`src/rtl/edge_tally_rx_pkg.sv`:
```
package edge_tally_rx_pkg;

  typedef enum logic [1:0] {
    ST_IDLE = 2'd0,
    ST_WAIT = 2'd1,
    ST_WIN  = 2'd2
  } rx_state_e;

  // Clamp a requested frame length to the word width.
  function automatic int clamp_len(input int req, input int max_bits);
    return (req > max_bits) ? max_bits : req;
  endfunction

  // Open band test: strictly inside (lo, hi) decodes as a one.
  function automatic logic band_hit(input int cnt, input int lo, input int hi);
    return (cnt > lo) && (cnt < hi);
  endfunction

endpackage

```
`src/rtl/edge_tally_rx_sync.sv`:
```
module edge_tally_rx_sync #(
  parameter int STAGES = 2
) (
  input  logic clk,
  input  logic rst_n,
  input  logic din,
  output logic edge_seen
);
  logic [STAGES-1:0] sreg;
  logic              last_q;

  always_ff @(posedge clk or negedge rst_n) begin
    if (!rst_n) begin
      sreg   <= '0;
      last_q <= 1'b0;
    end else begin
      sreg   <= {sreg[STAGES-2:0], din};
      last_q <= sreg[STAGES-1];
    end
  end

  // Either direction of change counts.
  assign edge_seen = sreg[STAGES-1] ^ last_q;
endmodule

```
`src/rtl/edge_tally_rx_seq.sv`:
```
module edge_tally_rx_seq
  import edge_tally_rx_pkg::*;
#(
  parameter int MAX_BITS     = 16,
  parameter int REQ_W        = 5,
  parameter int WAIT_TICKS   = 490,
  parameter int WINDOW_TICKS = 150,
  localparam int LEN_W  = $clog2(MAX_BITS + 1),
  localparam int IDX_W  = $clog2(MAX_BITS),
  localparam int TICK_W = $clog2(((WAIT_TICKS > WINDOW_TICKS) ? WAIT_TICKS : WINDOW_TICKS) + 1)
) (
  input  logic             clk,
  input  logic             rst_n,
  input  logic             start,
  input  logic [REQ_W-1:0] req_bits,
  input  logic             tick_en,
  output logic             launch,
  output logic [LEN_W-1:0] launch_len,
  output logic             busy,
  output logic             in_win,
  output logic             win_end,
  output logic             frame_end,
  output logic [IDX_W-1:0] bit_idx
);
  rx_state_e         state_q;
  logic [TICK_W-1:0] tcnt_q;
  logic [IDX_W-1:0]  idx_q;
  logic [LEN_W-1:0]  len_q;
  logic              wait_last;
  logic              win_last;
  logic              last_bit;

  assign launch_len = LEN_W'(clamp_len(int'(req_bits), MAX_BITS));
  assign launch     = (state_q == ST_IDLE) && start;
  assign busy       = (state_q != ST_IDLE);
  assign in_win     = (state_q == ST_WIN);
  assign wait_last  = tick_en && (tcnt_q == TICK_W'(WAIT_TICKS - 1));
  assign win_last   = tick_en && (tcnt_q == TICK_W'(WINDOW_TICKS - 1));
  assign win_end    = in_win && win_last;
  assign last_bit   = (LEN_W'(idx_q) == (len_q - LEN_W'(1)));
  assign frame_end  = (win_end && last_bit) || (launch && (launch_len == '0));
  assign bit_idx    = idx_q;

  always_ff @(posedge clk or negedge rst_n) begin
    if (!rst_n) begin
      state_q <= ST_IDLE;
      tcnt_q  <= '0;
      idx_q   <= '0;
      len_q   <= '0;
    end else begin
      unique case (state_q)
        ST_IDLE: begin
          if (start) begin
            len_q   <= launch_len;
            tcnt_q  <= '0;
            idx_q   <= '0;
            state_q <= (launch_len == '0) ? ST_IDLE : ST_WAIT;
          end
        end
        ST_WAIT: begin
          if (wait_last) begin
            tcnt_q  <= '0;
            state_q <= ST_WIN;
          end else if (tick_en) begin
            tcnt_q <= tcnt_q + TICK_W'(1);
          end
        end
        ST_WIN: begin
          if (win_last) begin
            tcnt_q <= '0;
            if (last_bit) state_q <= ST_IDLE;
            else          idx_q   <= idx_q + IDX_W'(1);
          end else if (tick_en) begin
            tcnt_q <= tcnt_q + TICK_W'(1);
          end
        end
        default: state_q <= ST_IDLE;
      endcase
    end
  end
endmodule

```
`src/rtl/edge_tally_rx_tally.sv`:
```
module edge_tally_rx_tally
  import edge_tally_rx_pkg::*;
#(
  parameter int BAND_LO = 20,
  parameter int BAND_HI = 60,
  localparam int EDGE_W = $clog2(BAND_HI + 1)
) (
  input  logic              clk,
  input  logic              rst_n,
  input  logic              edge_seen,
  input  logic              in_win,
  input  logic              win_end,
  output logic [EDGE_W-1:0] edge_cnt,
  output logic              bit_val
);
  localparam logic [EDGE_W-1:0] EDGE_MAX = '1;

  logic [EDGE_W-1:0] cnt_q;
  logic [EDGE_W-1:0] cnt_nxt;

  // Saturating increment; nothing is counted outside a window.
  always_comb begin
    cnt_nxt = cnt_q;
    if (!in_win)                            cnt_nxt = '0;
    else if (edge_seen && cnt_q != EDGE_MAX) cnt_nxt = cnt_q + EDGE_W'(1);
  end

  assign bit_val  = band_hit(int'(cnt_nxt), BAND_LO, BAND_HI);
  assign edge_cnt = cnt_q;

  always_ff @(posedge clk or negedge rst_n) begin
    if (!rst_n)       cnt_q <= '0;
    else if (win_end) cnt_q <= '0;
    else              cnt_q <= cnt_nxt;
  end
endmodule

```
`src/rtl/edge_tally_rx_word.sv`:
```
module edge_tally_rx_word #(
  parameter int MAX_BITS = 16,
  localparam int LEN_W = $clog2(MAX_BITS + 1),
  localparam int IDX_W = $clog2(MAX_BITS)
) (
  input  logic                clk,
  input  logic                rst_n,
  input  logic                launch,
  input  logic [LEN_W-1:0]    launch_len,
  input  logic                win_end,
  input  logic [IDX_W-1:0]    bit_idx,
  input  logic                bit_val,
  input  logic                frame_end,
  output logic [MAX_BITS-1:0] data_o,
  output logic [LEN_W-1:0]    nbits_o,
  output logic                done_o
);
  always_ff @(posedge clk or negedge rst_n) begin
    if (!rst_n) begin
      data_o  <= '0;
      nbits_o <= '0;
      done_o  <= 1'b0;
    end else begin
      done_o <= frame_end;
      if (launch) begin
        data_o  <= '0;
        nbits_o <= launch_len;
      end else if (win_end) begin
        data_o[bit_idx] <= bit_val;
      end
    end
  end
endmodule

```
`src/rtl/edge_tally_rx.sv`:
```
module edge_tally_rx #(
  parameter int MAX_BITS     = 16,
  parameter int REQ_W        = 5,
  parameter int WAIT_TICKS   = 490,
  parameter int WINDOW_TICKS = 150,
  parameter int BAND_LO      = 20,
  parameter int BAND_HI      = 60,
  parameter int SYNC_STAGES  = 2,
  localparam int LEN_W  = $clog2(MAX_BITS + 1),
  localparam int IDX_W  = $clog2(MAX_BITS),
  localparam int EDGE_W = $clog2(BAND_HI + 1)
) (
  input  logic                clk,
  input  logic                rst_n,
  input  logic                start,
  input  logic [REQ_W-1:0]    req_bits,
  input  logic                tick_en,
  input  logic                rx_in,
  output logic [MAX_BITS-1:0] data_o,
  output logic [LEN_W-1:0]    nbits_o,
  output logic                done_o
);
  // Named internal events, brought out for the checker.
  logic              edge_seen;
  logic              launch;
  logic [LEN_W-1:0]  launch_len;
  logic              busy;
  logic              in_win;
  logic              win_end;
  logic              frame_end;
  logic [IDX_W-1:0]  bit_idx;
  logic [EDGE_W-1:0] edge_cnt;
  logic              bit_val;

  edge_tally_rx_sync #(.STAGES(SYNC_STAGES)) u_sync (
    .clk(clk), .rst_n(rst_n), .din(rx_in), .edge_seen(edge_seen)
  );

  edge_tally_rx_seq #(
    .MAX_BITS(MAX_BITS), .REQ_W(REQ_W),
    .WAIT_TICKS(WAIT_TICKS), .WINDOW_TICKS(WINDOW_TICKS)
  ) u_seq (
    .clk(clk), .rst_n(rst_n), .start(start), .req_bits(req_bits),
    .tick_en(tick_en), .launch(launch), .launch_len(launch_len),
    .busy(busy), .in_win(in_win), .win_end(win_end),
    .frame_end(frame_end), .bit_idx(bit_idx)
  );

  edge_tally_rx_tally #(.BAND_LO(BAND_LO), .BAND_HI(BAND_HI)) u_tally (
    .clk(clk), .rst_n(rst_n), .edge_seen(edge_seen), .in_win(in_win),
    .win_end(win_end), .edge_cnt(edge_cnt), .bit_val(bit_val)
  );

  edge_tally_rx_word #(.MAX_BITS(MAX_BITS)) u_word (
    .clk(clk), .rst_n(rst_n), .launch(launch), .launch_len(launch_len),
    .win_end(win_end), .bit_idx(bit_idx), .bit_val(bit_val),
    .frame_end(frame_end), .data_o(data_o), .nbits_o(nbits_o),
    .done_o(done_o)
  );
endmodule

```
`config.mk`:
```
export PLATFORM = sky130hd
export DESIGN_NAME = edge_tally_rx
export DESIGN_NICKNAME = d
export VERILOG_FILES = /design/src/rtl/edge_tally_rx_pkg.sv /design/src/rtl/edge_tally_rx_sync.sv /design/src/rtl/edge_tally_rx_seq.sv /design/src/rtl/edge_tally_rx_tally.sv /design/src/rtl/edge_tally_rx_word.sv /design/src/rtl/edge_tally_rx.sv
export SDC_FILE = /design/constraint.sdc
export NUM_CORES = 1
export LEC_CHECK = 0
export BUFFER_PORTS_ARGS = -buffer_cell sky130_fd_sc_hd__buf_4
export CAP_MARGIN = 20
export CORE_AREA = 2 2 70 72
export DETAILED_ROUTE_END_ITERATION = 8
export DIE_AREA = 0 0 72 74
export PLACE_DENSITY = 0.87
export SYNTH_ARGS = -nofsm -noshare
export SYNTH_HDL_FRONTEND = slang
export SYNTH_SLANG_ARGS = --single-unit
```
`constraint.sdc`:
```
create_clock -name clk -period 2.79 [get_ports clk]
set_input_delay 0.558 -clock clk [delete_from_list [all_inputs] [get_ports clk]]
set_output_delay 0.558 -clock clk [all_outputs]
set_load 0.02 [all_outputs]
```
==> results of run 1 <==
-- where the power goes --
group          switching [mW]  internal [mW]
logic                   0.394          0.268
registers              0.0720          0.725
clock network           0.226          0.382
-- area by class of cell --
| cell class | count | area (um2) | share of cell area |
|---|---|---|---|
| multi-input cells | 195 | 1340 | 0.4459 |
| repair buffers | 35 | 262.8 | 0.08743 |
| clock inverters | 2 | 60.06 | 0.01998 |
| well taps | 54 | 67.56 | 0.02248 |
| flip-flops and latches | 46 | 1151 | 0.3830 |
| clock buffers | 6 | 82.58 | 0.02748 |
| inverters | 11 | 41.29 | 0.01374 |
-- metal layers --
layer	up-vias	GRT usage	wire length, um
met5	-	0	0
met3	8	0.04607	199
met1	977	0.2666	2229
met2	46	0.3364	2484
met4	0	0.07547	64
li1	983	-	-
-- layout by cell type (no fill, tap or decap), drive strengths merged, types with 6 or more instances in the layout --
cell    Yosys  routed
dfrtp      46      46
buf         5      35
nand3      32      32
nand2      27      27
nor2       20      20
o31ai      17      17
ha         12      12
inv        11      11
xor2       11      11
nand2b      9       9
o21ai       9       9
nand4       8       8
xnor2       7       7
clkbuf      3       6
-- worst reg2reg max path: stages (launching register included) --
cell	delay, ps
dfrtp_1	410
inv_1	110
ha_1	360
inv_1	150
nor4_4	310
buf_4	230
a31oi_1	180
or4_1	500
nand2_1	70
-- state kept, by name, indices dropped and copies added, names as in the netlist --
| signal | flops |
|---|---|
| u_word.done_o | 1 |
| u_seq.state_q | 2 |
| u_seq.tcnt_q | 9 |
| u_sync.sreg | 2 |
| u_word.data_o | 16 |
| u_word.nbits_o | 5 |
| u_seq.bit_idx | 4 |
| u_sync.last_q | 1 |
| u_tally.edge_cnt | 6 |
-- final timing paths --
check | to | slack [ps] | cells past startpoint
max | u_seq.bit_idx[3] | 430 | 8
max reg2reg | u_seq.bit_idx[3] | 430 | 8
max in group asynchronous | u_tally.edge_cnt[1] | 2160 | 1
min | u_word.data_o[8] | 240 | 1
min reg2reg | u_sync.sreg[1] | 350 | 0
min in group clk | u_sync.sreg[1] | 350 | 0
-- logic make-up (layout without fill, tap and decap cells) --
group,after synthesis,count (layout),share of synthesized area
and+or+nand+nor,119,119,0.2533
muxes,8,8,0.03306
adders and majority gates,12,12,0.05834
DFF,46,46,0.4473
AOI/OAI and AO/OA,38,38,0.1147
buffers and inverters,19,54,0.03208
xor gates and xnor gates,18,18,0.06125
-- Yosys cell counts, types with 4 or more instances --
cell,n
dfrtp_1,46
nand3_1,32
nand2_1,26
nor2_1,20
o31ai_1,16
ha_1,12
inv_1,11
xor2_1,11
nand2b_1,8
nand4_1,8
o21ai_0,8
xnor2_1,7
mux2i_1,4
nor3b_1,4
==> results.cfg, run 1 <==
[place]
dp_slack_ps = 482.7
portBuffers = 31
gp_congestion = 0.8641
place_area_um2 = 2863
place_hpwl_mm = 3.568
placed_cells = 341

[clocking]
numCtsBuffers = 5
cts_hold_buf = 0
htree_levels = 2
cts_tree = yes
clock_latency_ps = 300
clockBufferDepth = 2
clock-root-buffer = clkbuf_8
post_cts_buffers = 0
cts_resized = 0
clkSinkCount = 46
clk_pin_slew_worst_paths_ps = 90

[worst_setup_path]
crit_start = u_seq.state_q[0]
start_kind = flop
path_common_cell = inv_1
r2r-start = u_seq.state_q[0]
crit_slowest_cell = or4_1
cp_data_arrival_time_ps = 2610
worstPathRequired_ps = 3030
path_cells = inv_1, ha_1, inv_1, nor4_4, buf_4, a31oi_1, or4_1, nand2_1
cp-end-kind = flop
crit_type = reg2reg
slowest_delay_ps = 500
cp_num_buf_inv = 3
path_max_fanout = 13
cpLargestDelayFamily = simple AND/OR/NAND/NOR gates

[timing]
rsz0062_at_grt = no
min_period_ps = 2361
tns_ps = 0
fin_skew_ps = 10.97
maxSlewViolCount = 0
final_hold_viol_count = 0
slew_headroom = 0.6258
setup_viol = 0
worst_hold_slack_ps = 243.5
fmax_mhz = 423.6
tightest_slew_ps = 561.3
fin_ws_ps = 429.0
fin_crit_sh = 0.8462

[finish]
nets = 316
drive_gt1_frac = 0.2000
diodes = 0
fillers = 369
final_util = 0.6536
syn2layout_area_growth_pct = 16.77
stdcell_area_um2 = 3005
final_cells = 349

[drt]
drc = 0
ant_nets = 0
drt_iter0_markers = 156
dr_total_vias = 2014
wl_mm = 4.978
vias_per_cell = 5.771
wl_per_cell_um = 14.26
first_pass_iters = 7

[worst_hold_path]
worstHoldPathType = in2async

[synthesis]
syn_nets = 282
synthCells = 260
synth_area_leaders = dfrtp_1, nand3_1, ha_1
synth_area_um2 = 2574
syn_avg_cell_area_um2 = 9.899
synth_cell_types = 45
ys_seq_elements = 46
yosysTopAreaCell = dfrtp_1
async_reset_ff_frac = 1.000
ys_seq_area_frac = 0.4473
synth_edf_count = 0
ys_warn_count = 0
synth_top_area_share = 0.4473
synth_flop_cell = dfrtp_1

[power_and_ir_drop]
cellPowerDensity_nw_per_um2 = 688.1
ir_drop_mv = 0.4911
cellLeakagePower_nw = 1.336
finalPower_mw = 2.068

[global_route]
grt_overflow = 0
grt_max_degree = 47
first_global_vias = 1903
grt.total_usage = 0.2041
antenna_found_initial = 0
grt_first_pass_wirelength_mm = 8.535

[die]
die_area_um2 = 5328
rows = 25
die_w_um = 72
start_util = 0.5597
coreArea_um2 = 4598
die_h_um = 74
io_pins = 32

[run]
drv_cap = 0

[run_status]
outcome = complete, no violations
Note: power is estimated with default switching activity, not from simulation.
==> run 2, diff against run 1 <==
CORE_AREA = 2 2 74 76   (was 2 2 70 72)
DIE_AREA = 0 0 76 78   (was 0 0 72 74)
PLACE_DENSITY = 0.82   (was 0.87)
clock period = 1.9 ns   (was 2.79 ns; I/O delays follow)
==> results.cfg, run 2 (synthesized netlist as in run 1, its figures left out) <==
[finish]
layout_commonest_cell = buf_4
nets = 365
syn2layout_area_growth_pct = 48.13
regMostFlops = u_word.data_o
diodes = 0
drive_gt1_frac = 0.4826
layout_common_cells = buf_4, dfrtp_1, nand2_1
largest_reg_flops = 16

[drt]
drc = 0
dr_total_vias = 2443
drt_iter0_markers = 241
wl_mm = 7.786
first_pass_iters = 6
vias_per_cell = 5.901
ant_nets = 0
wl_per_cell_um = 18.81

[run_status]
outcome = complete, but fails checks
violations = setup timing

[worst_setup_path]
cpLargestDelayFamily = simple AND/OR/NAND/NOR gates
path_cells = or4b_4, nor4_4, buf_4, buf_6, nand4_1, nand3_2, o31ai_4
cp_data_arrival_time_ps = 2300
worstPathRequired_ps = 2090
r2r-start = u_seq.tcnt_q[5]
start_kind = flop
cp-end-kind = flop
crit_type = reg2reg
slowest_delay_ps = 550
crit_start = u_seq.tcnt_q[5]
path_max_fanout = 4
crit_slowest_cell = or4b_4
cp_num_buf_inv = 2

[global_route]
grt_first_pass_wirelength_mm = 11.59
grt_overflow = 0
first_global_vias = 2387
grt_max_degree = 47
antenna_found_initial = 0
grt.total_usage = 0.2501

[timing]
fin_ws_ps = -205.7
setup_viol = 31
fmax_mhz = 474.9
tightest_slew_ps = 589.1
rsz0062_at_grt = yes
fin_crit_sh = 1.108
final_hold_viol_count = 0
min_period_ps = 2106
fin_skew_ps = 16.98
slew_headroom = 0.6072
maxSlewViolCount = 0
tns_ps = -2801

[place]
place_hpwl_mm = 3.985
gp_congestion = 0.8444
portBuffers = 31

[die]
start_util = 0.5104
rows = 26
die_w_um = 76
die_area_um2 = 5928
coreArea_um2 = 5042
io_pins = 32
die_h_um = 78

[clocking]
htree_levels = 2
clock_latency_ps = 320
clk_pin_slew_worst_paths_ps = 90
numCtsBuffers = 5
clock-root-buffer = clkbuf_8
cts_tree = yes
clkSinkCount = 46
cts_hold_buf = 0
clockBufferDepth = 2

[power_and_ir_drop]
cellPowerDensity_nw_per_um2 = 963.0
cellLeakagePower_nw = 1.665
ir_drop_mv = 0.8036
finalPower_mw = 3.671

[worst_hold_path]
worstHoldPathType = in2async

[run]
drv_cap = 0
[run 2: cell type report]
class / count / area (um2)
well taps: 70 / 87.58
repair buffers: 84 / 665.6
flip-flops and latches: 46 / 1156
clock inverters: 3 / 43.79
inverters: 11 / 41.29
fillers: 295 / 1230
multi-input cells: 195 / 1749
clock buffers: 5 / 68.82
[run 2: worst paths after layout]
check | end | cells after the start | slack [ps]
hold reg to reg | u_sync.sreg[1] | 0 | 360
hold / removal | u_tally.edge_cnt[2] | 1 | 60
setup reg to reg | u_word.data_o[13] | 7 | -210
setup / recovery | u_word.data_o[13] | 7 | -210
min in group clk | u_sync.sreg[0] | 1 | 170
max in group asynchronous | u_word.nbits_o[0] | 1 | 1400
[run 2: metrics by stage]
stage	std cells	worst slack (ps)	instance area (um2)	utilization	hold WS [ps]
finish	414	-205.7	3812	0.7561	60.85
global route	414	-250.5	3812	0.7561	109.6
CTS	408	-83.89	3608	0.7156	88.56
detailed placement	393	-130.1	3212	0.6370	349.1
global placement	393	-74.99	3212	0.6370	336.0
floorplan	260	-150.3	2620	-	84.41
[run 2: what timing repair did]
action                     CTS  global route
gates cloned                 1             1
setup endpoints to repair   25            32
pin swaps                   12            10
resized for setup           43            37
buffers inserted             6             5
[run 2: per-layer routing]
metal,share of wire,track usage,up-vias
met2,0.51,0.4286,127
met4,0.056,0.1418,0
met5,0,0,-
met1,0.37,0.2958,1191
li1,-,-,1087
met3,0.060,0.04884,38
[run 2: power by group]
part | total, mW | internal (mW) | leakage (nW) | switching [mW]
sequential | 1.17 | 1.07 | 0.620 | 0.102
clock | 0.764 | 0.395 | 0.0585 | 0.369
combinational | 1.74 | 0.819 | 0.987 | 0.919
total | 3.67 | 2.28 | 1.66 | 1.39
==> run 3, diff against run 2 <==
HOLD_SLACK_MARGIN = 0.12   (was unset)
==> results.cfg, run 3 (synthesized netlist as in run 1, its figures left out) <==
[run_status]
outcome = complete, but fails checks
violations = setup timing

[die]
io_pins = 32
rows = 26
die_w_um = 76
coreArea_um2 = 5042
die_area_um2 = 5928
start_util = 0.5104
die_h_um = 78

[drt]
dr_total_vias = 2471
vias_per_cell = 5.954
drc = 0
drt_iter0_markers = 229
wl_per_cell_um = 19.03
wl_mm = 7.897
ant_nets = 0
first_pass_iters = 5

[finish]
largest_reg_flops = 16
layout_common_cells = buf_4, dfrtp_1, nand2_1
multi_input_area_um2 = 1749
nets = 366
drive_gt1_frac = 0.4812
syn2layout_area_growth_pct = 48.52
final_util = 0.7581
fillers = 295
layout_commonest_cell = buf_4
regMostFlops = u_word.data_o
stdcell_area_um2 = 3822
diodes = 0
seq_area_um2 = 1156

[timing]
maxSlewViolCount = 0
slew_headroom = 0.6032
fmax_mhz = 473.8
worst_hold_slack_ps = 167.7
fin_crit_sh = 1.111
fin_ws_ps = -210.4
setup_viol = 31
min_period_ps = 2110
fin_skew_ps = 16.16
rsz0062_at_grt = yes
tightest_slew_ps = 595.2
final_hold_viol_count = 0

[clocking]
clockBufferDepth = 2
clkSinkCount = 46
clk_pin_slew_worst_paths_ps = 90
clock_latency_ps = 320
htree_levels = 2
numCtsBuffers = 5
cts_tree = yes
clock-root-buffer = clkbuf_8

[worst_setup_path]
start_kind = flop
crit_type = reg2reg
cp_data_arrival_time_ps = 2300
path_max_fanout = 4
worstPathRequired_ps = 2090
cp-end-kind = flop

[power_and_ir_drop]
p_sw_mw = 1.399
power_frac_seq = 0.317
finalPower_mw = 3.683
cellLeakagePower_nw = 1.669
swShare = 0.3799
ir_drop_mv = 0.8060
clkPwrFrac = 0.207
cellPowerDensity_nw_per_um2 = 963.7
p_comb_frac = 0.475
internal-power_mw = 2.284

[place]
place_area_um2 = 3212
place_hpwl_mm = 3.985
dp_slack_ps = -130.1
portBuffers = 31
gp_congestion = 0.8444

[worst_hold_path]
worstHoldPathType = in2reg

[global_route]
grt_first_pass_wirelength_mm = 11.63
antenna_found_initial = 0
grt_max_degree = 47
grt_overflow = 0
grt.total_usage = 0.2509
first_global_vias = 2392

[run]
drv_cap = 0
run 3: cell types whose count changed in the layout (fill, tap and decap cells not counted), sizes merged:
cell         change
dlygate4sd3      +1
run 3: worst max-delay path, stage by stage, from the launching register on:
cell and delay (ps):
dfrtp_1 400, or4b_4 550, nor4_4 180, buf_4 180
buf_6 120, nand4_1 250, nand3_2 200, o31ai_4 100
run 3: metal layers:
metal | global-route usage | share of wire | vias up
met3 | 0.04884 | 0.049 | 50
met4 | 0.1418 | 0.062 | 0
li1 | - | - | 1091
met5 | 0 | 0 | -
met1 | 0.2965 | 0.39 | 1208
met2 | 0.4304 | 0.50 | 122
run 3: worst paths after layout:
kind,startpoint,to,slack (ps),cells past startpoint
setup / recovery,u_seq.tcnt_q[5],u_word.data_o[13],-210,7
hold / removal,rx_in,u_sync.sreg[0],170,1
setup reg to reg,u_seq.tcnt_q[5],u_word.data_o[13],-210,7
min in group asynchronous,rst_n,u_tally.edge_cnt[2],610,2
hold reg to reg,u_sync.sreg[0],u_sync.sreg[1],360,0
max in group asynchronous,rst_n,u_word.nbits_o[0],850,2
run 3: area by class of cell:
cell class | instances | share of cell area
multi-input combinational | 195 | 0.4576
sequential | 46 | 0.3025
timing repair buffer | 85 | 0.1768
tap | 70 | 0.02291
clock buffer | 5 | 0.01800
clock inverter | 3 | 0.01146
inverter | 11 | 0.01080
run 3: power groups by stage:
stage	registers (mW)	clock network (mW)	logic, mW
2_1_floorplan	1.23	0	0.734
3_3_place_gp	1.16	0	1.29
3_5_place_dp	1.17	0	1.33
4_1_cts	1.15	0.764	1.47
5_1_grt	1.18	0.804	1.84
6_report	1.17	0.764	1.75
run 3: what timing repair did:
action                                 in CTS  in global routing
pin swaps                                  12                 10
setup endpoints to repair                  25                 32
cloned                                      1                  1
gates resized for setup                    43                 37
hold buffers                                1                  0
buffers inserted                            6                  5
endpoints found under the hold margin      46                  0
run 3: through the flow:
stage,TNS (ps),cells
2_1_floorplan,-759.9,260
3_3_place_gp,-869.8,393
3_5_place_dp,-2158,393
4_1_cts,-604.8,409
5_1_grt,-4853,415
6_report,-2935,415
